==> src/rtl/term_pkg.sv <==
package term_pkg;
  typedef enum logic [2:0] {
    ST_IDLE, ST_GRANT, ST_WR_B0, ST_RD_B0, ST_WR_B1, ST_RD_B1, ST_WR_HI
  } term_st_e;

  localparam int BANK_BIT  = 5;
  localparam int SNS_A_BIT = 6;
  localparam int SNS_B_BIT = 7;
  localparam int AUTO_BIT  = 0;
  localparam int MLOW_BIT  = 2;
  localparam int MHIGH_BIT = 3;
endpackage

==> src/rtl/grant_timer.sv <==
module grant_timer #(
  parameter int TICK_CYCLES = 100000,
  parameter int POLL_LIMIT  = 1000
) (
  input  logic clk_i,
  input  logic rst_ni,
  input  logic run_i,
  output logic sample_o,
  output logic last_o
);
  localparam int TW = $clog2(TICK_CYCLES + 1);
  localparam int PW = $clog2(POLL_LIMIT + 1);
  localparam logic [TW-1:0] TICK_MAX = TW'(TICK_CYCLES - 1);
  localparam logic [PW-1:0] POLL_MAX = PW'(POLL_LIMIT - 1);

  logic [TW-1:0] tick_q;
  logic [PW-1:0] poll_q;

  always_ff @(posedge clk_i or negedge rst_ni) begin
    if (!rst_ni) begin
      tick_q <= '0;
      poll_q <= '0;
    end else if (!run_i) begin
      tick_q <= '0;
      poll_q <= '0;
    end else begin
      tick_q <= (tick_q == TICK_MAX) ? '0 : tick_q + 1'b1;
      if (tick_q == '0 && poll_q != POLL_MAX) poll_q <= poll_q + 1'b1;
    end
  end

  assign sample_o = run_i && (tick_q == '0);
  assign last_o   = (poll_q == POLL_MAX);
endmodule

==> src/rtl/bc_seq.sv <==
module bc_seq #(
  parameter int STEP_CYCLES = 2
) (
  input  logic       clk_i,
  input  logic       rst_ni,
  input  logic       go_i,
  input  logic       rd_i,
  input  logic [7:0] val_i,
  output logic       busy_o,
  output logic       done_o,
  output logic       cs_o,
  output logic       stb_o,
  output logic       rw_o,
  output logic [7:0] data_o
);
  localparam int HW = $clog2(STEP_CYCLES + 1);
  localparam logic [HW-1:0] HOLD_MAX = HW'(STEP_CYCLES - 1);

  logic          active_q, rd_q;
  logic [1:0]    step_q;
  logic [HW-1:0] hold_q;
  logic [7:0]    val_q;
  logic          last_step;

  assign last_step = rd_q || (step_q == 2'd3);

  always_ff @(posedge clk_i or negedge rst_ni) begin
    if (!rst_ni) begin
      active_q <= 1'b0;
      rd_q     <= 1'b0;
      step_q   <= '0;
      hold_q   <= '0;
      val_q    <= '0;
    end else if (!active_q) begin
      if (go_i) begin
        active_q <= 1'b1;
        rd_q     <= rd_i;
        step_q   <= '0;
        hold_q   <= '0;
        if (!rd_i) val_q <= val_i;
      end
    end else if (hold_q == HOLD_MAX) begin
      hold_q <= '0;
      if (last_step) active_q <= 1'b0;
      else           step_q   <= step_q + 1'b1;
    end else begin
      hold_q <= hold_q + 1'b1;
    end
  end

  assign busy_o = active_q;
  assign done_o = active_q && (hold_q == HOLD_MAX) && last_step;
  assign cs_o   = active_q && (rd_q || step_q != 2'd3);
  assign stb_o  = active_q && !rd_q && !step_q[1];
  assign rw_o   = active_q && rd_q;
  // data is absent in the first write step and during reads
  assign data_o = (active_q && (rd_q || step_q == 2'd0)) ? 8'h00 : val_q;
endmodule

==> src/rtl/term_decide.sv <==
module term_decide (
  input  logic p50_i,
  input  logic p68i_i,
  input  logic p68e_i,
  output logic high_o,
  output logic low_o,
  output logic bad_o
);
  logic [1:0] n_pop;
  assign n_pop  = {1'b0, p50_i} + {1'b0, p68i_i} + {1'b0, p68e_i};
  assign high_o = !p68i_i || !p68e_i;
  assign low_o  = (n_pop <= 2'd1);
  assign bad_o  = (n_pop == 2'd3);
endmodule

==> src/rtl/bus_term_ctrl.sv <==
module bus_term_ctrl
  import term_pkg::*;
#(
  parameter int CLK_HZ      = 100_000_000,
  parameter int POLL_LIMIT  = 1000,
  parameter int STEP_CYCLES = 2
) (
  input  logic        clk_i,
  input  logic        rst_ni,
  input  logic        start_i,
  input  logic [15:0] adp_ctl_i,
  output logic        port_req_o,
  input  logic        port_rdy_i,
  output logic        bc_cs_o,
  output logic        bc_stb_o,
  output logic        bc_rw_o,
  output logic [7:0]  bc_wdata_o,
  input  logic [7:0]  bc_rdata_i,
  output logic        term_low_o,
  output logic        illegal_o,
  output logic        fail_o,
  output logic        done_o
);
  localparam int TICK_CYCLES = (CLK_HZ / 1000 < 1) ? 1 : CLK_HZ / 1000;
  localparam logic [7:0] BANK1_VAL = 8'(1 << BANK_BIT);
  localparam logic [7:0] HIGH_VAL  = 8'(1 << SNS_A_BIT);

  term_st_e st_q;
  logic auto_q, mlow_q, mhigh_q;
  logic p50_q, p68i_q, p68e_q;
  logic req_q, done_q, fail_q, low_q, bad_q;

  logic sample, last_poll;
  logic bc_go, bc_rd, bc_busy, bc_done;
  logic [7:0] bc_val;
  logic dec_high, dec_low, dec_bad, high_sel;
  logic op_state;

  logic unused_bits;
  assign unused_bits = ^{adp_ctl_i[15:4], adp_ctl_i[1], bc_rdata_i[5:0]};

  grant_timer #(.TICK_CYCLES(TICK_CYCLES), .POLL_LIMIT(POLL_LIMIT)) u_timer (
    .clk_i(clk_i), .rst_ni(rst_ni), .run_i(st_q == ST_GRANT),
    .sample_o(sample), .last_o(last_poll)
  );

  term_decide u_dec (
    .p50_i(p50_q), .p68i_i(p68i_q), .p68e_i(p68e_q),
    .high_o(dec_high), .low_o(dec_low), .bad_o(dec_bad)
  );

  assign high_sel = auto_q ? dec_high : mhigh_q;
  assign op_state = (st_q == ST_WR_B0) || (st_q == ST_RD_B0) || (st_q == ST_WR_B1) ||
                    (st_q == ST_RD_B1) || (st_q == ST_WR_HI);
  assign bc_go    = op_state && !bc_busy;
  assign bc_rd    = (st_q == ST_RD_B0) || (st_q == ST_RD_B1);

  always_comb begin
    case (st_q)
      ST_WR_B1: bc_val = BANK1_VAL;
      ST_WR_HI: bc_val = high_sel ? HIGH_VAL : 8'h00;
      default:  bc_val = 8'h00;
    endcase
  end

  bc_seq #(.STEP_CYCLES(STEP_CYCLES)) u_bc (
    .clk_i(clk_i), .rst_ni(rst_ni), .go_i(bc_go), .rd_i(bc_rd), .val_i(bc_val),
    .busy_o(bc_busy), .done_o(bc_done), .cs_o(bc_cs_o), .stb_o(bc_stb_o),
    .rw_o(bc_rw_o), .data_o(bc_wdata_o)
  );

  always_ff @(posedge clk_i or negedge rst_ni) begin
    if (!rst_ni) begin
      st_q    <= ST_IDLE;
      auto_q  <= 1'b0;
      mlow_q  <= 1'b0;
      mhigh_q <= 1'b0;
      p50_q   <= 1'b0;
      p68i_q  <= 1'b0;
      p68e_q  <= 1'b0;
      req_q   <= 1'b0;
      done_q  <= 1'b0;
      fail_q  <= 1'b0;
      low_q   <= 1'b0;
      bad_q   <= 1'b0;
    end else begin
      case (st_q)
        ST_IDLE: if (start_i) begin
          st_q    <= ST_GRANT;
          req_q   <= 1'b1;
          done_q  <= 1'b0;
          fail_q  <= 1'b0;
          low_q   <= 1'b0;
          bad_q   <= 1'b0;
          auto_q  <= adp_ctl_i[AUTO_BIT];
          mlow_q  <= adp_ctl_i[MLOW_BIT];
          mhigh_q <= adp_ctl_i[MHIGH_BIT];
          p50_q   <= 1'b0;
          p68i_q  <= 1'b0;
          p68e_q  <= 1'b0;
        end
        ST_GRANT: if (sample) begin
          if (port_rdy_i) begin
            st_q <= auto_q ? ST_WR_B0 : ST_WR_HI;
          end else if (last_poll) begin
            st_q   <= ST_IDLE;
            req_q  <= 1'b0;
            fail_q <= 1'b1;
            done_q <= 1'b1;
          end
        end
        ST_WR_B0: if (bc_done) st_q <= ST_RD_B0;
        ST_RD_B0: if (bc_done) begin
          p50_q  <= !bc_rdata_i[SNS_A_BIT];
          p68i_q <= !bc_rdata_i[SNS_B_BIT];
          st_q   <= ST_WR_B1;
        end
        ST_WR_B1: if (bc_done) st_q <= ST_RD_B1;
        ST_RD_B1: if (bc_done) begin
          p68e_q <= !bc_rdata_i[SNS_A_BIT];
          st_q   <= ST_WR_HI;
        end
        ST_WR_HI: if (bc_done) begin
          st_q   <= ST_IDLE;
          req_q  <= 1'b0;
          done_q <= 1'b1;
          low_q  <= auto_q ? dec_low : mlow_q;
          bad_q  <= auto_q && dec_bad;
        end
        default: st_q <= ST_IDLE;
      endcase
    end
  end

  assign port_req_o = req_q;
  assign term_low_o = low_q;
  assign illegal_o  = bad_q;
  assign fail_o     = fail_q;
  assign done_o     = done_q;
endmodule

==> config.mk <==
export PLATFORM = sky130hd
export DESIGN_NAME = bus_term_ctrl
export DESIGN_NICKNAME = d
export VERILOG_FILES = /design/src/rtl/term_pkg.sv /design/src/rtl/grant_timer.sv /design/src/rtl/bc_seq.sv /design/src/rtl/term_decide.sv /design/src/rtl/bus_term_ctrl.sv
export SDC_FILE = /design/constraint.sdc
export NUM_CORES = 1
export LEC_CHECK = 0
export BUFFER_PORTS_ARGS = -buffer_cell sky130_fd_sc_hd__clkbuf_2
export CORE_ASPECT_RATIO = 0.7
export CORE_MARGIN = 1
export CORE_UTILIZATION = 30
export CTS_CLUSTER_DIAMETER = 150
export DETAILED_ROUTE_END_ITERATION = 8
export GPL_TIMING_DRIVEN = 0
export MAX_ROUTING_LAYER = met4
export PLACE_DENSITY_LB_ADDON = 0.08
export SLEW_MARGIN = 10
export SYNTH_ARGS = -nofsm -noshare
export SYNTH_HDL_FRONTEND = slang
export SYNTH_SLANG_ARGS = --single-unit
==> constraint.sdc <==
create_clock -name clk_i -period 2.5 [get_ports clk_i]
set_input_delay 0.125 -clock clk_i [delete_from_list [all_inputs] [get_ports clk_i]]
set_output_delay 0.125 -clock clk_i [all_outputs]
set_load 0.005 [all_outputs]
# --- Yosys cells after proc, flatten, opt, wreduce, memory -nomap -nowiden ---
# Index checks and enable logic that the tools add are counted.
classes:
  reduce_logical: 46
  n_eq_ne: 26
  n_lt_le_gt_ge: 1
  n_bitwise: 2
  addsub: 6
  mux: 52
op_table:
  columns: ["cell", "count"]
  rows:
  - ["17-bit two-way mux", 2]
  - ["3-bit two-way mux", 10]
  - ["2-bit inequality test, second input constant", 13]
  - ["3-bit one-hot mux with 7 select lines", 1]
  - ["1-bit two-way mux", 20]
  - ["10-bit two-way mux", 2]
  - ["17-bit by 1-bit adder with 17-bit output, second input constant", 1]
  - ["17-bit == test, second input constant", 1]
  - ["17-bit zero test", 1]
  - ["3-bit AND reduction", 5]
  - ["7-bit one-hot mux with 2 select lines", 1]
  - ["2-bit two-way mux", 6]
  - ["1-bit one-hot mux with 2 select lines", 6]
  - ["1-bit logical AND", 11]
  - ["10-bit by 1-bit adder with 10-bit output, second input constant", 1]
  - ["10-bit == test, second input constant", 1]
  - ["10-bit inequality test, second input constant", 1]
  - ["2-bit nonzero test", 5]
  - ["3-bit == test, second input constant", 3]
  - ["1-bit logical OR", 9]
  - ["8-bit two-way mux", 1]
  - ["8-bit AND reduction", 1]
  - ["1-bit zero test", 7]
  - ["7-bit two-way mux", 1]
  - ["17 further kinds", 23]
word_totals:
  reg_bits: 55
  out_inout_bits: 16

# --- Longest topological paths before layout ---
# Gate-level depths: netlist (run 1).
depth:
  word_depth: 8
  mapped_depth: 6
  depth_no_buf: 6

# --- By module ---
# A second synthesis (run 1) with hierarchy kept.
hier_totals:
  hier_cells: 294
  area_unflattened_um2: 3056.7
modules_own_cells:
  columns: ["module", "area_per_inst_um2", "instances", "cells_per_inst", "seq_area_each_um2"]
  rows:
  - ["grant_timer", 1537.7, 1, 159, 675.6]
  - ["bus_term_ctrl", 805.8, 1, 73, 350.3]
  - ["bc_seq", 674.4, 1, 56, 350.3]
  - ["term_decide", 38.8, 1, 6, 0.0]

# --- Least setup slack after synthesis (run 1) ---
# OpenSTA, ideal clock, no wires.
synth_path:
  path_type: "reg2reg"
  start: "register u_timer.tick_q[4]"
  end: "register st_q[0]"
  stages_incl_launch_ff: 6
  setup_ns: 0.125
  t_arrival_ns: 1.607
  slack_ns: 0.768
  path_cell_list: "dfrtp_1 nor4_4 nand4b_4 a221oi_2 nand2_2 mux2_4"
synth_between:
  elab_chain_cells: 4
synth_lines:
  columns: ["item", "line", "text"]
  rows:
  - ["start, declared", "grant_timer.sv:16", "logic [TW-1:0] tick_q;"]
  - ["start signal, assigned", "grant_timer.sv:27", "tick_q <= (tick_q == TICK_MAX) ? '0 : tick_q + 1'b1;"]
  - ["17-bit zero test", "grant_timer.sv:32", "assign sample_o = run_i && (tick_q == '0);"]
  - ["1-bit logical AND", "grant_timer.sv:32", null]
  - ["2-bit inequality test (no line)", null, null]
  - ["8-bit AND reduction (no line)", null, null]
  - ["end signal, assigned", "bus_term_ctrl.sv:104", "st_q <= auto_q ? ST_WR_B0 : ST_WR_HI;"]
  - ["end, declared", "bus_term_ctrl.sv:28", "term_st_e st_q;"]
# Every way passes these cells.
# A chain may end at the register's enable or synchronous reset.

# --- Final worst setup path (run 1) ---
layout_path:
  start: "register u_timer.tick_q[12]"
  end: "register u_timer.tick_q[12]"
layout_between:
  elab_chain_cells: 3
  word_cells_on_any_way: 4
layout_lines:
  columns: ["item", "line", "text"]
  rows:
  - ["17-bit by 1-bit adder with 17-bit output or 17-bit == test (tied branches)", "grant_timer.sv:27", null]
  - ["17-bit two-way mux *", "grant_timer.sv:27", null]
  - ["17-bit two-way mux *", "grant_timer.sv:23", "end else if (!run_i) begin"]
# Mark *: on every way between the ends. The rest lies on a longest branch, timed or not.

==> results.md, run 1 <==
* Fillers at 902
* TritonCTS Buffers at 5
* Diode count at 0
* Yosys top cell area share at 45.71%
* Total negative slack at 0 ns
* Overall Global Routing Usage at 14.28%
* Die area at 9330 µm²
* CP Max Fanout at 10
* Worst slew margin at 45.55%
* F_max at 461.7 MHz
* FP Rows at 28
* Root Driver: clkbuf_16
* Setup violators final at 0
* Gr ovfl total at 0
* Residual DRC at 0
* CTS Buffer Depth at 2
* Sequential share of the synthesized area at 45.71%
* Register bit count reported by yosys at 49
* Die height at 81.12 µm
* Hold crit path type: in2reg
* CP Data Arrival Time at 2.34 ns
* CTS resizes at 0
* Avg Inst Size Synth at 9.513 µm²
* Non-Filler Instances at 434
* HPWL after detailed placement at 4096 µm
* Final Skew at 0.01072 ns
* CTS tree: done
* Final net count at 347
* Initial Utilization at 31.38%
* CP Data Required Time at 2.67 ns
* CP Depth at 5
* Critical Path Sink Type: register
* Pleak at 1.319 nW
* Post-CTS Hold Buffers at 1
* Hold Fails Final Rpt at 0
* Crit path kind: reg2reg
* Top_reg_cell synth: dfrtp_1
* Status: completed
* CP cell instances: nor4_2, nand2_2, o31ai_4, buf_2, nor2_1
* EDFF count, synth at 0
* Slowest stage cell, crit path: nor4_2
* Max-Cap Viols at 0
* VDD IR max at 0.3871 mV
* DR iter-0 viols at 52
* First-pass GRT wire length at 9729 µm
* Warnings, synthesis at 0
* Area leader, netlist: dfrtp_1
* Number of I/O port buffers at 18
* WL per Instance at 13.38 µm
* Pin count of the biggest net entering global routing at 50
* Mapped cell area at 2683 µm²
* Vias in the first global route at 1853
* Final WS setup at 0.3342 ns
* Top post-synthesis cells by area: dfrtp_1, nor2_1, xnor2_1
* Buffers & Inverters on Critical Path at 1
* Worst R2R Path Depth at 5
* Gate Count Post-Synth at 282
* Max-slew violations at 0
* Synth cell types at 52
* Avg Vias per Cell at 4.597
* Layout area overhead at 16.56%
* Placed Instances at 425
* First drt pass iteration count at 4
* Final Critical Period at 2.166 ns
* P per Cell Area at 925.5 nW/µm²
* Startpoint Class: register
* RSZ-0062 raised after global routing: no
* Worst-Margin Slew at 0.8093 ns
* TritonCTS sink count at 49
* Clk_lat worst skew at 0.29 ns
* Dpl ws at 0.3463 ns
* Initial antenna violation count at 0
* Post-route ant nets at 0
* Drt total wl at 5808 µm
* Layout cell share with drive strength beyond 1 at 16.24%
* Num ports at 44
* H-tree Lvls at 2
* Total number of vias at 1995
* Die span in x at 115.0 µm
* # Post-CTS Setup Buffers at 0
* CTS clk-pin slew, worst paths at 0.07 ns
* Async S/R FF share, synth at 100.0%
* Core area at 8548 µm²
* Tcrit/Tclk final at 86.63%
* Family with the most delay on the worst path: simple AND/OR/NAND/NOR gates
* Worst hold stages at 2
* GPL Wtd Cong at 0.7804
* Worst stage delay on the critical path at 0.47 ns
[final timing paths]
| path | endpoint | start | slack (ns) |
|---|---|---|---|
| max in group asynchronous | u_timer.poll_q[4]$_DFFE_PN0P_ | rst_ni | 1.58 |
| hold reg to reg | fail_o$_DFFE_PN0P_ | fail_o$_DFFE_PN0P_ | 0.49 |
| hold / removal | p68i_q$_DFFE_PN0P_ | bc_rdata_i[7] | 0.01 |
| setup / recovery | u_timer.tick_q[12]$_DFF_PN0_ | u_timer.tick_q[12]$_DFF_PN0_ | 0.33 |
| setup reg to reg | u_timer.tick_q[12]$_DFF_PN0_ | u_timer.tick_q[12]$_DFF_PN0_ | 0.33 |
| min in group asynchronous | u_timer.tick_q[6]$_DFF_PN0_ | rst_ni | 0.45 |
[power by group]
part           leakage (nW)  total (W)  switching (W)  internal [W]
Sequential            0.651    0.00109       0.000144      0.000951
Combinational         0.583    0.00101       0.000590      0.000416
Clock                0.0841   0.000793       0.000293      0.000500
[routing by layer]
| metal | vias up | routed length (µm) | GRT usage, % |
|---|---|---|---|
| li1 | 1019 | - | - |
| met1 | 950 | 3446 | 21.81 |
| met2 | 21 | 2180 | 18.13 |
| met3 | 5 | 131 | 3.358 |
| met4 | 0 | 49 | 3.896 |
| met5 | - | 0 | - |
[area by class of cell]
cell class                      instances  area, µm²  share of cell area [%]
Multi-Input combinational cell        210       1346                   43.06
Sequential cell                        49       1226                   39.22
Tap cell                              120      150.1                   4.802
Clock buffer                            7      142.6                   4.562
Timing Repair Buffer                   19      102.6                   3.281
Buffer                                 14      76.32                   2.441
Inverter                               14      52.55                   1.681
Clock inverter                          1      30.03                  0.9604
[sequential cells by signal (all words and copies together) (netlist names)]
signal          flops
auto_q              1
done_o              1
fail_o              1
illegal_o           1
mhigh_q             1
mlow_q              1
p50_q               1
p68e_q              1
p68i_q              1
port_req_o          1
st_q                3
term_low_o          1
u_bc.busy_o         1
u_bc.hold_q         2
u_bc.rd_q           1
u_bc.step_q         2
u_bc.val_q          2
u_timer.poll_q     10
u_timer.tick_q     17
[cell usage after synthesis, drive strengths merged, types with 2 or more instances]
library cell and number:
a21oi 11, and2 6, and3 4, and4 5, buf 7, clkbuf 7
dfrtp 49, ha 5, inv 14, mux2 5, mux2i 4, nand2 26
nand2b 3, nand3 12, nand4 5, nor2 40, nor2b 3, nor3 10
nor4 8, o211ai 2, o21a 2, o21ai 12, o31ai 3, xnor2 12
xor2 10
[cell families (layout without fill, tap and decap cells)]
family / Yosys count / count (layout) / share of synthesized area (%)
adders and majority gates: 6 / 6 / 3.078
other: 1 / 6 / 0.1398
DFF: 49 / 49 / 45.71
and+or+nand+nor: 128 / 128 / 25.42
AOI/OAI and AO/OA: 39 / 39 / 9.934
muxes: 9 / 9 / 3.731
buffers and inverters: 28 / 55 / 4.804
xor gates and xnor gates: 22 / 22 / 7.183
[placed cells by master (no fill, tap or decap), types with 3 or more instances in the layout]
master / n
nand4_1: 5
buf_4: 6
ha_1: 5
o21ai_0: 11
clkbuf_2: 17
clkbuf_1: 8
inv_1: 14
nor4_1: 6
xnor2_1: 12
and2_1: 5
a21oi_1: 11
and4_1: 4
nand2b_1: 3
nor3_1: 9
nor2b_1: 3
clkbuf_16: 5
xor2_1: 10
nor2_1: 40
conb_1: 6
and3_1: 4
mux2i_1: 4
nand3_1: 12
dfrtp_1: 49
mux2_2: 4
nand2_1: 24
[through the flow]
| stage | hold slack [ns] | instance area, µm² | util [%] | total power [W] |
|---|---|---|---|---|
| global route | 0.03274 | 3127 | 36.58 | 0.003142 |
| detailed placement | 0.2538 | 2944 | 34.44 | 0.002119 |
| floorplan | -0.1706 | 2701 | - | 0.001804 |
| finish | 0.01174 | 3127 | 36.58 | 0.002894 |
| CTS | 0.003269 | 3127 | 36.58 | 0.002940 |
| global placement | 0.3094 | 2942 | 34.41 | 0.002124 |
Power figures use the tool's default switching activity.
==> run 2, diff against run 1 <==
--- a/config.mk
+++ b/config.mk
@@ -11,2 +11,3 @@
 export CORE_UTILIZATION = 30
+export CTS_BUF_LIST = sky130_fd_sc_hd__clkbuf_4 sky130_fd_sc_hd__clkbuf_8
 export CTS_CLUSTER_DIAMETER = 150
==> constraint.sdc (replaced) <==
create_clock -name clk_i -period 2.5 [get_ports clk_i]
set_input_delay 0.25 -clock clk_i [delete_from_list [all_inputs] [get_ports clk_i]]
set_output_delay 0.25 -clock clk_i [all_outputs]
set_load 0.005 [all_outputs]
==> run 2 against run 1 <==
  * The flow now finishes with violations (hold timing)
  * Highest routed layer unchanged
  * Clock skew up 0.0063 ns
  * Cell area is 2.0% lower
  * Fmax increased by 0.14%
  * Via count hardly changed
  * Largest power group unchanged
  * Non-clock buffer count is 1 lower
  * Clock power fell by 22%
  * Register-to-register slack about the same
  * Utilization decreased by 0.73 points
==> results.md, run 2 (same netlist as run 1, synthesis figures left out) <==
* Largest register FFs at 17 (unchanged)
* Commonest non-fill, non-tap cell in the layout: dfrtp_1 (unchanged)
* VDD IR max at 0.3170 mV (was 0.3871 mV)
* Vias in the first global route at 1841 (was 1853)
* Critical Path Sink Type: register (unchanged)
* Root Driver: clkbuf_8 (was clkbuf_16)
* F_max at 462.4 MHz (was 461.7 MHz)
* H-tree Lvls at 2 (unchanged)
* First-pass GRT wire length at 9729 µm (unchanged)
* Placed Instances at 425 (unchanged)
* # Post-CTS Setup Buffers at 0 (unchanged)
* Layout cell share with drive strength beyond 1 at 16.61% (was 16.24%)
* Post-CTS Hold Buffers at 0 (was 1)
* WL per Instance at 13.46 µm (was 13.38 µm)
* Hold Fails Final Rpt at 2 (was 0)
* Residual DRC at 0 (unchanged)
* Avg Vias per Cell at 4.605 (was 4.597)
* Die height at 81.12 µm (unchanged)
* Status: finished with violations (was completed)
* Biggest register: u_timer.tick_q (unchanged)
* Hold crit path type: in2async (was in2reg)
* Worst R2R Path Depth at 5 (unchanged)
* Layout area overhead at 14.23% (was 16.56%)
* Non-Filler Instances at 433 (was 434)
* Drt total wl at 5828 µm (was 5808 µm)
* Worst-Margin Slew at 0.8171 ns (was 0.8093 ns)
* Post-route ant nets at 0 (unchanged)
* TritonCTS sink count at 49 (unchanged)
* First drt pass iteration count at 4 (unchanged)
* Max-slew violations at 0 (unchanged)
* CP Max Fanout at 10 (unchanged)
* Gr ovfl total at 0 (unchanged)
* Tcrit/Tclk final at 86.51% (was 86.63%)
* Num ports at 44 (unchanged)
* CTS tree: done (unchanged)
* Final Skew at 0.01702 ns (was 0.01072 ns)
* Startpoint Class: register (unchanged)
* Total negative slack at 0 ns (unchanged)
* Commonest non-fill, non-tap cells in the layout: dfrtp_1, nor2_1, nand2_1 (unchanged)
* CTS Buffer Depth at 2 (unchanged)
* Hold slack at -0.0008219 ns (was 0.01174 ns)
* Die span in x at 115.0 µm (unchanged)
* Final net count at 346 (was 347)
* Overall Global Routing Usage at 14.42% (was 14.28%)
* CP Data Required Time at 2.71 ns (was 2.67 ns)
* P per Cell Area at 886.4 nW/µm² (was 925.5 nW/µm²)
* Diode count at 0 (unchanged)
* Max-Cap Viols at 0 (unchanged)
* Total number of vias at 1994 (was 1995)
* DR iter-0 viols at 57 (was 52)
* Clk_lat worst skew at 0.32 ns (was 0.29 ns)
* Number of I/O port buffers at 18 (unchanged)
* Initial antenna violation count at 0 (unchanged)
* TritonCTS Buffers at 5 (unchanged)
* HPWL after detailed placement at 4096 µm (unchanged)
* FP Rows at 28 (unchanged)
* RSZ-0062 raised after global routing: no (unchanged)
* CTS clk-pin slew, worst paths at 0.10 ns (was 0.07 ns)
* Die area at 9330 µm² (unchanged)
* Initial Utilization at 31.38% (unchanged)
* GPL Wtd Cong at 0.7804 (unchanged)
* Failing checks: hold timing
* Core area at 8548 µm² (unchanged)
* Final Critical Period at 2.163 ns (was 2.166 ns)
* CTS resizes at 0 (unchanged)
* Setup violators final at 0 (unchanged)
* Pin count of the biggest net entering global routing at 50 (unchanged)
* Pleak at 1.292 nW (was 1.319 nW)
* Crit path kind: reg2reg (unchanged)
* CP Data Arrival Time at 2.37 ns (was 2.34 ns)
* Biggest regs: u_timer.tick_q x17, u_timer.poll_q x10, st_q x3 (unchanged)
* Worst slew margin at 45.03% (was 45.55%)
run 2: cell types whose count changed in the layout (fill, tap and decap cells not counted):
cell / previous run / this run
clkbuf_16: 5 / 0
clkbuf_4: 1 / 2
clkbuf_1: 8 / 7
clkbuf_8: 1 / 6
dlygate4sd3_1: 1 / 0
run 2: path summary, 6_finish.rpt:
kind                            slack [ns]                             to                         start
worst max-delay path                  0.34   u_timer.tick_q[12]$_DFF_PN0_  u_timer.tick_q[12]$_DFF_PN0_
worst min-delay path               -0.0008    u_timer.tick_q[6]$_DFF_PN0_                        rst_ni
worst max register to register        0.34   u_timer.tick_q[12]$_DFF_PN0_  u_timer.tick_q[12]$_DFF_PN0_
worst min register to register        0.49             fail_o$_DFFE_PN0P_            fail_o$_DFFE_PN0P_
max in group asynchronous             2.02  u_timer.poll_q[4]$_DFFE_PN0P_                        rst_ni
min in group clk_i                    0.10             p68i_q$_DFFE_PN0P_                 bc_rdata_i[7]
run 2: report_power, final:
part | switching [W] | total, W | internal (W)
logic | 0.000588 | 0.00100 | 0.000415
clock network | 0.000281 | 0.000619 | 0.000338
registers | 0.000144 | 0.00109 | 0.000950
run 2: routing by layer:
layer  vias up  wire, µm  global-route usage, %
met5         -         0                      -
met3         8       174                  3.358
met4         0        78                  5.065
met1       949      3415                  21.81
met2        22      2159                  18.07
li1       1015         -                      -
run 2: stage by stage:
stage	util (%)	power, W	worst slack [ns]	hold WS [ns]	instance area [µm²]
after CTS	35.85	0.002758	0.3211	0.01852	3064
after floorplan	-	0.001804	0.7677	-0.04559	2701
final	35.85	0.002716	0.3372	-0.0008219	3064
after global placement	34.41	0.002124	0.3227	0.4344	2942
after detailed placement	34.44	0.002119	0.3463	0.3788	2944
after global routing	35.85	0.002962	0.1949	0.04009	3064
run 2: area by class of cell:
class | instances | area, µm²
well taps | 120 | 150.1
inverters | 14 | 52.55
repair buffers | 18 | 92.59
clock buffers | 7 | 90.09
clock inverters | 1 | 30.03
fillers | 908 | 5484
plain buffers | 14 | 76.32
multi-input cells | 210 | 1346
flip-flops and latches | 49 | 1226
run 2: critical path: stages (launching register included):
cell and delay [ns]:
dfrtp_1 0.45, nor4_2 0.47, nand2_2 0.27, o31ai_4 0.47
buf_2 0.31, nor2_1 0.08
